$ cat config.mk
export PLATFORM = sky130hd
export DESIGN_NAME = fcmp_unit
export DESIGN_NICKNAME = d
export VERILOG_FILES = /design/src/rtl/fcmp_pkg.sv /design/src/rtl/fcmp_lane.sv /design/src/rtl/fcmp_pred.sv /design/src/rtl/fcmp_unit.sv
export SDC_FILE = /design/constraint.sdc
export NUM_CORES = 1
export LEC_CHECK = 0
export BUFFER_PORTS_ARGS = -buffer_cell sky130_fd_sc_hd__buf_2
export CAP_MARGIN = 10
export CELL_PAD_IN_SITES_DETAIL_PLACEMENT = 1
export CELL_PAD_IN_SITES_GLOBAL_PLACEMENT = 1
export CORE_MARGIN = 5
export CORE_UTILIZATION = 29
export DETAILED_ROUTE_END_ITERATION = 12
export GPL_ROUTABILITY_DRIVEN = 0
export PLACE_DENSITY = 0.86
export SYNTH_ARGS = -nofsm -noshare
export SYNTH_HDL_FRONTEND = slang
export SYNTH_SLANG_ARGS = --single-unit
export TNS_END_PERCENT = 10
$ cat constraint.sdc
create_clock -name clk -period 2.94 [get_ports clk]
set_input_delay 0.735 -clock clk [delete_from_list [all_inputs] [get_ports clk]]
set_output_delay 0.735 -clock clk [all_outputs]
set_load 0.01 [all_outputs]
$ cat src/rtl/fcmp_pkg.sv
package fcmp_pkg;

  typedef enum logic [1:0] {
    MODE_PACKED = 2'b00,
    MODE_SCALAR = 2'b01,
    MODE_FLAGS  = 2'b10,
    MODE_RSVD   = 2'b11
  } cmp_mode_e;

  typedef enum logic [2:0] {
    PR_EQ    = 3'd0,
    PR_LT    = 3'd1,
    PR_LE    = 3'd2,
    PR_UNORD = 3'd3,
    PR_NEQ   = 3'd4,
    PR_NLT   = 3'd5,
    PR_NLE   = 3'd6,
    PR_ORD   = 3'd7
  } cmp_pred_e;

  // Relation of one lane pair; eq and lt are only set for ordered pairs.
  typedef struct packed {
    logic unord;
    logic lt;
    logic eq;
  } lane_rel_t;

  // NaN classification of one lane pair.
  typedef struct packed {
    logic a_nan;
    logic a_snan;
    logic b_nan;
    logic b_snan;
  } lane_cls_t;

endpackage

$ cat src/rtl/fcmp_lane.sv
module fcmp_lane
  import fcmp_pkg::*;
#(
  parameter int EW = 8,
  parameter int MW = 23,
  localparam int FW = 1 + EW + MW
) (
  input  logic [FW-1:0] a,
  input  logic [FW-1:0] b,
  output lane_rel_t     rel,
  output lane_cls_t     cls
);

  logic [FW-2:0] mag_a, mag_b;
  logic          sgn_a, sgn_b;
  logic          nan_a, nan_b;
  logic          both_zero, eq_raw, lt_raw;

  assign mag_a = a[FW-2:0];
  assign mag_b = b[FW-2:0];
  assign sgn_a = a[FW-1];
  assign sgn_b = b[FW-1];

  assign nan_a = (a[FW-2:MW] == '1) && (a[MW-1:0] != '0);
  assign nan_b = (b[FW-2:MW] == '1) && (b[MW-1:0] != '0);

  assign both_zero = (mag_a == '0) && (mag_b == '0);
  assign eq_raw    = both_zero || (a == b);

  always_comb begin
    if (both_zero)           lt_raw = 1'b0;
    else if (sgn_a != sgn_b) lt_raw = sgn_a;
    else if (!sgn_a)         lt_raw = (mag_a < mag_b);
    else                     lt_raw = (mag_a > mag_b);
  end

  assign rel.unord = nan_a | nan_b;
  assign rel.eq    = eq_raw & ~rel.unord;
  assign rel.lt    = lt_raw & ~rel.unord;

  assign cls.a_nan  = nan_a;
  assign cls.a_snan = nan_a & ~a[MW-1];
  assign cls.b_nan  = nan_b;
  assign cls.b_snan = nan_b & ~b[MW-1];

  // the order and equality paths never both claim a pair
  always_comb begin
    a_rel_exclusive_r5 : assert (!(rel.lt && rel.eq) || $isunknown({a, b}));
  end

endmodule

$ cat src/rtl/fcmp_pred.sv
module fcmp_pred
  import fcmp_pkg::*;
(
  input  lane_rel_t  rel,
  input  logic [2:0] pred,
  output logic       hit
);

  logic le;
  assign le = rel.lt | rel.eq;

  always_comb begin
    unique case (cmp_pred_e'(pred))
      PR_EQ:    hit = rel.eq;
      PR_LT:    hit = rel.lt;
      PR_LE:    hit = le;
      PR_UNORD: hit = rel.unord;
      PR_NEQ:   hit = ~rel.eq;
      PR_NLT:   hit = ~rel.lt;
      PR_NLE:   hit = ~le;
      PR_ORD:   hit = ~rel.unord;
      default:  hit = 1'b0;
    endcase
  end

endmodule

$ cat src/rtl/fcmp_unit.sv
module fcmp_unit
  import fcmp_pkg::*;
#(
  parameter int LANES = 4,
  parameter int EW    = 8,
  parameter int MW    = 23,
  localparam int FW   = 1 + EW + MW,
  localparam int DW   = LANES * FW
) (
  input  logic          clk,
  input  logic          rst,
  input  logic [DW-1:0] op_a,
  input  logic [DW-1:0] op_b,
  input  logic [2:0]    pred,
  input  logic [1:0]    mode,
  input  logic          signal_nan,
  output logic [DW-1:0] res,
  output logic          zf,
  output logic          pf,
  output logic          cf,
  output logic          inv
);

  lane_rel_t        rel  [LANES];
  lane_cls_t        cls  [LANES];
  logic [LANES-1:0] hit;
  logic [DW-1:0]    packed_mask;

  for (genvar i = 0; i < LANES; i++) begin : g_lane
    fcmp_lane #(.EW(EW), .MW(MW)) u_lane (
      .a   (op_a[i*FW +: FW]),
      .b   (op_b[i*FW +: FW]),
      .rel (rel[i]),
      .cls (cls[i])
    );
    fcmp_pred u_pred (
      .rel  (rel[i]),
      .pred (pred),
      .hit  (hit[i])
    );
    assign packed_mask[i*FW +: FW] = {FW{hit[i]}};
  end

  logic [DW-1:0] res_d;
  logic [2:0]    flg_d;
  logic          inv_d;
  logic          lo_any_nan, lo_any_snan;

  assign lo_any_nan  = cls[0].a_nan  | cls[0].b_nan;
  assign lo_any_snan = cls[0].a_snan | cls[0].b_snan;

  always_comb begin
    res_d = packed_mask;
    flg_d = 3'b000;
    inv_d = 1'b0;
    unique case (cmp_mode_e'(mode))
      MODE_SCALAR: res_d = {op_a[DW-1:FW], packed_mask[FW-1:0]};
      MODE_FLAGS: begin
        res_d = '0;
        if (rel[0].unord)   flg_d = 3'b111;
        else if (rel[0].eq) flg_d = 3'b100;
        else if (rel[0].lt) flg_d = 3'b001;
        else                flg_d = 3'b000;
        inv_d = signal_nan ? lo_any_nan : lo_any_snan;
      end
      default: res_d = packed_mask;
    endcase
  end

  always_ff @(posedge clk) begin
    if (rst) begin
      res          <= '0;
      {zf, pf, cf} <= 3'b000;
      inv          <= 1'b0;
    end else begin
      res          <= res_d;
      {zf, pf, cf} <= flg_d;
      inv          <= inv_d;
    end
  end

  // ---------------- assertions ----------------
  p_reset_clear_r1 : assert property (@(posedge clk)
    rst |=> (res == '0 && {zf, pf, cf} == 3'b000 && !inv));

  for (genvar i = 0; i < LANES; i++) begin : g_chk
    p_mask_uniform_r2 : assert property (@(posedge clk) disable iff (rst)
      (mode == MODE_PACKED || mode == MODE_RSVD) |=>
        (res[i*FW +: FW] == '0 || res[i*FW +: FW] == '1));
  end

  p_nan_unordered_r3 : assert property (@(posedge clk) disable iff (rst)
    (mode == MODE_FLAGS && lo_any_nan) |=> ({zf, pf, cf} == 3'b111));

  p_signed_zero_eq_r4 : assert property (@(posedge clk) disable iff (rst)
    (mode == MODE_PACKED && pred == PR_EQ &&
     op_a[FW-2:0] == '0 && op_b[FW-2:0] == '0) |=> (res[FW-1:0] == '1));

  p_scalar_upper_r6 : assert property (@(posedge clk) disable iff (rst)
    (mode == MODE_SCALAR) |=> (res[DW-1:FW] == $past(op_a[DW-1:FW])));

  p_flags_legal_r7 : assert property (@(posedge clk) disable iff (rst)
    (mode == MODE_FLAGS) |=> (res == '0 &&
      ({zf, pf, cf} == 3'b111 || {zf, pf, cf} == 3'b000 ||
       {zf, pf, cf} == 3'b001 || {zf, pf, cf} == 3'b100)));

  p_sig_inv_r8 : assert property (@(posedge clk) disable iff (rst)
    (mode == MODE_FLAGS && signal_nan && lo_any_nan) |=> inv);

  p_quiet_inv_r9 : assert property (@(posedge clk) disable iff (rst)
    (mode == MODE_FLAGS && !signal_nan && !lo_any_snan) |=> !inv);

  p_idle_flags_r10 : assert property (@(posedge clk) disable iff (rst)
    (mode != MODE_FLAGS) |=> ({zf, pf, cf} == 3'b000 && !inv));

endmodule

=== Word-level counts from Yosys, hierarchy flattened ===
Index checks and enable logic that the tools add are counted.

* Register bits after elaboration: 132
* Logic and storage cells: 131
* Bits of input ports: 264
* Output and inout bits: 132

* Bitwise operators: 38
* $lt $le $gt $ge: 8
* Multiplexer cells: 21
* Equality and inequality tests: 25
* Reductions and logical operators: 34

{| class="wikitable"
|+ Operators by type and width
! operator !! number
|-
| $pmux W128 S2 || 1
|-
| $logic_not A31 Y1 || 8
|-
| $reduce_bool A23 Y1 || 8
|-
| $eq A32 B32 Y1 || 4
|-
| $gt A31 B31 Y1 || 4
|-
| $lt A31 B31 Y1 || 4
|-
| $eq A8 B8 Y1 const B || 8
|-
| $pmux W1 S8 || 4
|-
| $not A1 Y1 || 19
|-
| $mux W1 || 14
|-
| $eq A3 B3 Y1 const B || 4
|-
| $logic_and A1 B1 Y1 || 12
|-
| $and A1 B1 Y1 || 10
|-
| $or A1 B1 Y1 || 9
|-
| $eq A3 B2 Y1 const B || 2
|-
| $mux W3 || 2
|-
| $logic_or A1 B1 Y1 || 4
|-
| $ne A1 B1 Y1 || 4
|-
| $eq A3 B1 Y1 const B || 1
|-
| $logic_not A3 Y1 || 1
|-
| $eq A2 B1 Y1 const B || 1
|-
| $eq A2 B2 Y1 const B || 1
|-
| $reduce_or A2 Y1 || 1
|}

=== Longest topological paths before layout ===
* Depth in word-level cells: 9
* Depth in mapped cells: 12
* Depth with buffers taken out: 10

=== Cells and area by module ===
Synthesis repeated with hierarchy kept, for this count alone.

* Cell total of the unflattened synthesis: 1021
* Area, all modules: 8403.1 um2

{| class="wikitable"
|+ Modules (own cells, without submodules)
! module !! area each (um2) !! cells an instance !! seq. area each (um2) !! times used
|-
| fcmp_lane || 1089.8 || 154 || 0.0 || 4
|-
| fcmp_unit || 3833.7 || 385 || 2021.9 || 1
|-
| fcmp_pred || 52.6 || 5 || 0.0 || 4
|}

=== Worst setup path before layout ===
No wires, ideal clock.

* Path type: input -> register
* From: input op_b[92]
* To: register res[76]
* Setup slack: -0.170 ns
* Path buffers: 2
* Required time: 2.803 ns
* Stages: 12
* Setup time: 0.137 ns
* Arrival time: 2.973 ns
* Cells stage by stage: inv_1 > ha_1 > nand4_1 > or4_1 > and4bb_2 > nor2_1 > a211o_1 > a311oi_2 > or3_1 > buf_4 > buf_6 > nand3_1

* Cells in the longest elaborated chain, start to end: 9
* Elaborated cells on any way between the ends: 21
* Classes of those cells: 2 x order compare; 2 x eq/ne; 5 x mux; 8 x bitwise; 4 x reduce/logical

{| class="wikitable"
|+ RTL lines
! what !! RTL line !! text
|-
| from (decl) || fcmp_unit.sv:13 || <nowiki>input logic [DW-1:0] op_b,</nowiki>
|-
| $lt A31 B31 Y1 (tied with other cells) || fcmp_lane.sv:33 || <nowiki>else if (!sgn_a) lt_raw = (mag_a < mag_b);</nowiki>
|-
| $mux W1 / $logic_and A1 B1 Y1 (equally long branches) || fcmp_lane.sv:33, fcmp_lane.sv:25 ||
|-
| $mux W1 / $or A1 B1 Y1 (equally long branches) || fcmp_lane.sv:32, fcmp_lane.sv:37 ||
|-
| $mux W1 / $not A1 Y1 (equally long branches) || -- ||
|-
| $and A1 B1 Y1, on equally long branches || fcmp_lane.sv:39, fcmp_lane.sv:38 ||
|-
| $or A1 B1 Y1 || fcmp_pred.sv:10 || <nowiki>assign le = rel.lt | rel.eq;</nowiki>
|-
| $not A1 Y1 || fcmp_pred.sv:20 || <nowiki>PR_NLE: hit = ~le;</nowiki>
|-
| $pmux W1 S8 * || fcmp_pred.sv:13 || <nowiki>unique case (cmp_pred_e'(pred))</nowiki>
|-
| $pmux W128 S2 * || fcmp_unit.sv:56 || <nowiki>unique case (cmp_mode_e'(mode))</nowiki>
|-
| to (signal assigned) || fcmp_unit.sv:76 || <nowiki>res <= res_d;</nowiki>
|-
| to (decl) || fcmp_unit.sv:17 || <nowiki>output logic [DW-1:0] res,</nowiki>
|}

Mark *: on every way between the ends. The rest lies on a longest branch, timed or not.
A chain may end at the register's enable or synchronous reset.

=== Worst setup path in the final report ===
* From: input op_a[108]
* To: register res[113]

* Cells in the longest elaborated chain, start to end: 9
* Elaborated cells on any way between the ends: 21
* Classes of those cells: 2 x order compare; 1 x eq/ne; 5 x mux; 8 x bitwise; 5 x reduce/logical

{| class="wikitable"
|+ RTL lines
! what !! RTL line !! text
|-
| from (decl) || fcmp_unit.sv:12 || <nowiki>input logic [DW-1:0] op_a,</nowiki>
|-
| $lt A31 B31 Y1 (tied with other cells) || fcmp_lane.sv:33 ||
|-
| $mux W1 / $logic_and A1 B1 Y1 (equally long branches) || fcmp_lane.sv:33, fcmp_lane.sv:24 ||
|-
| $mux W1 / $or A1 B1 Y1 (equally long branches) || fcmp_lane.sv:32, fcmp_lane.sv:37 ||
|-
| $mux W1 / $not A1 Y1 (equally long branches) || -- ||
|-
| $and A1 B1 Y1, on equally long branches || fcmp_lane.sv:39, fcmp_lane.sv:38 ||
|-
| $or A1 B1 Y1 || fcmp_pred.sv:10 ||
|-
| $not A1 Y1 || fcmp_pred.sv:20 ||
|-
| $pmux W1 S8 * || fcmp_pred.sv:13 ||
|-
| $pmux W128 S2 * || fcmp_unit.sv:56 ||
|}

Marks and branches as above.

==> results.md <==
Status:
- The flow ran to the end, but the final reports show violations.
- The checks that failed: setup timing.

Timing:
- Setup violations remaining at the end of the flow were counted as 64.
- Timing would allow up to 311 MHz.
- The total count of hold-check failures in the final report came to 0.
- The final worst setup slack is -0.272 ns.
- Dividing the final minimum period by the clock period gives 1.09.
- Setup repair after global routing could not meet its margin everywhere.
- Headroom to the max-slew limit came out at 0.353.
- The time the final worst path needs with I/O delays and setup is approximately 3.2 ns.
- The total count of max-transition violations in the final report came to 0.
- At the pin with the least slew margin, the transition time is 0.969 ns.

Die:
- The effective utilization at floorplan is 0.294.
- The area of the placeable core is 26,000 um^2.
- The die is 172 um tall.
- The number of placement rows is 59.
- During I/O placement, the number of pins put on the boundary was ~400.
- In this run the horizontal extent of the chip is 172 um.
- The floorplan step defined a die boundary enclosing 29,700 um^2.

Routing:
- After detailed routing, the number of remaining DRC violations is 0.
- Summed over all layers, the routed wires come to 41,400 um.
- For this block, the via count after detailed routing is 10.1k.
- Once detail routing completed, the nets flagged for antenna violations numbered 0.
- The pre-antenna-repair detailed-routing pass consisted of 4 iterations.
- The number of DRC markers in iteration 0 is around 480.
- Dividing the detail-routed wire length by the instance count gives 21.9 um.
- The routed via count divided by cell count is 5.37.

Critical path:
- The endpoint arrival time on the critical path is 3.42 ns.
- The worst setup path is launched from an input port.
- The classification of the worst setup path is input port to register.
- STA classifies the critical path endpoint as a register.
- The critical path required time is 3.15 ns.
- Along the worst path, the maximum fanout reaches 8.

Yosys:
- The most used flip-flop cell after synthesis is sky130_fd_sc_hd__dfxtp_1.
- The async set-reset flop share out of synthesis is 0.
- The share of the Yosys chip area taken by registers is 0.265.
- The number of synthesized flops with an enable pin is 0.
- The number of distinct library cells after synthesis is 54.
- The post-synth net total is 1,392.
- The count of warnings emitted by yosys is 0.
- In this run, synthesis produced a sequential element count of 101.
- Averaged over all synthesized cells, the footprint is 7.62 um^2.
- The cell count after synthesis came out at between 1k and 1.5k.
- The cell area after synthesis is 7640 um^2.

Pwr:
- The design draws approximately 4400 uW.
- The net switching component of the power is 1530 uW.
- For this design the ratio of total power to cell area is 345 nW/um^2.
- The worst-case vdd ir drop is 0.238 mV.
- Of the total power, registers draw 0.352.
- Of the total power, the share spent switching nets is 0.347.
- The share of total power dissipated in combinational logic is 0.374.
- The clock power share is 0.274.
- The internal portion of the total power is 2870 uW.
- The static power due to leakage is 0.00697 uW.

CTS:
- The clock root buffer is sky130_fd_sc_hd__clkbuf_16.
- TritonCTS built the clock tree.
- Counting the buffers created by CTS gives 9.
- The clock net in this run drives a total of 101 sinks.
- After clock tree synthesis, the clock-pin slew on the worst setup and hold paths is 0.07 ns.
- CTS built an H-tree with a depth of 3.
- The longest clock path from root to sink contains 2 buffers.

Hold path:
- The worst min-delay path class is input port to register.

Global route:
- The initial antenna violation count is 5.
- Global routing finished with a remaining overflow of 0.
- The number of global-route vias before repair is 10.5k.
- The first global-routing pass estimated 54,600 um of wire.
- Entering global routing, the biggest net connects 56 pins.
- For this run, the total global-route usage over all layers was measured as 0.232.

Finish:
- The post-route core utilization is 0.491.
- The share of post-route cells with drive strength above 1 is 0.480.
- The final-layout fill cell count is 3,217.
- The growth of design area from synthesis to finish is 67.0%.
- The final-stage net count is 1,932.

Run:
- The number of max-cap violations is 0.

Placement:
- Once detailed placement completed, the half-perimeter wirelength came to 30,300 um.
- The number of I/O port buffers is ~400.
- Timing analysis after detailed placement gives a worst setup slack of -0.599 ns.
## layer usage
metal	up-vias	wire (um)	global-route usage
li1	4637	-	-
met1	4878	15200	0.256
met2	448	21600	0.431
met3	172	2340	0.0366
met4	2	2150	0.110
met5	-	13	0
## synth_stat cells (all sizes together) (2+ instances only)
| cell | count | share of area |
|---|---|---|
| a211o | 2 | 0.0023 |
| a211oi | 11 | 0.011 |
| a21boi | 2 | 0.0020 |
| a21o | 6 | 0.0059 |
| a21oi | 50 | 0.033 |
| a221o | 2 | 0.0026 |
| a221oi | 3 | 0.0034 |
| a22oi | 2 | 0.0020 |
| a311oi | 5 | 0.0074 |
| a31oi | 4 | 0.0033 |
| and3 | 4 | 0.0033 |
| and4 | 5 | 0.0057 |
| buf | 47 | 0.047 |
| clkbuf | 16 | 0.0079 |
| dfxtp | 101 | 0.26 |
| ha | 126 | 0.21 |
| inv | 139 | 0.068 |
| nand2 | 128 | 0.063 |
| nand2b | 2 | 0.0016 |
| nand3 | 119 | 0.078 |
| nand3b | 4 | 0.0039 |
| nand4 | 46 | 0.038 |
| nor2 | 35 | 0.017 |
| nor3 | 14 | 0.0092 |
| nor3b | 6 | 0.0066 |
| nor4 | 61 | 0.051 |
| o211ai | 4 | 0.0039 |
| o21ai | 23 | 0.015 |
| o21bai | 2 | 0.0020 |
| o31ai | 7 | 0.0069 |
| o32ai | 3 | 0.0034 |
| or2 | 3 | 0.0025 |
| or3 | 3 | 0.0025 |
| or4 | 3 | 0.0034 |
| xnor2 | 4 | 0.0046 |
## cell families after synthesis
family,Yosys count,synth area share
fa+ha+maj,126,0.206
simple gates,436,0.290
xor+xnor,4,0.00459
compound gates,133,0.112
buf+inv,202,0.123
flops,101,0.265
## area by class of cell
| cell class | count | area (um^2) | area share |
|---|---|---|---|
| multi-input cells | 699 | 5490 | 0.431 |
| repair buffers | 592 | 3970 | 0.312 |
| flip-flops and latches | 101 | 2020 | 0.159 |
| inverters | 139 | 552 | 0.0433 |
| well taps | 335 | 419 | 0.0329 |
| clock buffers | 10 | 229 | 0.0180 |
| clock inverters | 6 | 55.1 | 0.00432 |
| diodes | 4 | 10.0 | 0.000785 |
## power by group through the flow
stage | Clock [uW] | Sequential [uW] | Combinational (uW)
floorplan | 0 | 1620 | 540
global placement | 0 | 1570 | 1290
detailed placement | 0 | 1570 | 1380
CTS | 1230 | 1540 | 1430
global route | 1290 | 1560 | 1770
finish | 1210 | 1550 | 1640
## worst paths after layout
kind              startpoint  slack (ns)                   to  depth (start not counted)
setup / recovery   op_a[108]       -0.27  res[113]$_SDFF_PP0_                         14
hold / removal      op_a[93]        0.65   res[93]$_SDFF_PP0_                          3
## worst max-delay path: stages
cell	delay [ns]
sky130_fd_sc_hd__buf_2	0.12
sky130_fd_sc_hd__buf_4	0.14
sky130_fd_sc_hd__nor4_1	0.40
sky130_fd_sc_hd__nand4_1	0.29
sky130_fd_sc_hd__nor2_2	0.26
sky130_fd_sc_hd__o32ai_1	0.20
sky130_fd_sc_hd__a211oi_2	0.24
sky130_fd_sc_hd__buf_4	0.15
sky130_fd_sc_hd__a41oi_2	0.13
sky130_fd_sc_hd__buf_4	0.18
sky130_fd_sc_hd__o21ai_4	0.16
sky130_fd_sc_hd__buf_12	0.14
sky130_fd_sc_hd__buf_12	0.14
sky130_fd_sc_hd__nand3_2	0.12
## stage by stage
step | hold WS [ns] | cells | setup TNS [ns] | area (um^2)
finish | 0.646 | 1886 | -9.49 | 12800
global route | 0.657 | 1886 | -14.44 | 12800
CTS | 0.625 | 1870 | -3.17 | 11800
detailed placement | 1.01 | 1846 | -43.35 | 11200
global placement | 0.982 | 1846 | -31.46 | 11200
floorplan | 0.858 | 1002 | -10.71 | 7750
## flip-flops by register name, summed over array words and instances (netlist names)
name and flops:
res 97, cf 1, inv 1, pf 1
zf 1
## timing repair
action	CTS	global route
resized for setup	57	152
pin swaps	9	72
hold buffers	0	0
cloned	2	9
endpoints found under the setup margin	64	97
endpoints found under the hold margin	0	0
setup buffers	6	7
## cells in the final DEF, fill, tap and decap left out, types with 34 or more instances in the layout
cell type,n
sky130_fd_sc_hd__nor4_1,56
sky130_fd_sc_hd__nand3_1,76
sky130_fd_sc_hd__buf_6,34
sky130_fd_sc_hd__nand4_1,45
sky130_fd_sc_hd__dfxtp_1,101
sky130_fd_sc_hd__buf_2,355
sky130_fd_sc_hd__a21oi_1,44
sky130_fd_sc_hd__inv_1,114
sky130_fd_sc_hd__nand2_1,126
sky130_fd_sc_hd__nand3_2,38
sky130_fd_sc_hd__ha_1,98
sky130_fd_sc_hd__buf_4,179
(Power assumes the default switching activity.)
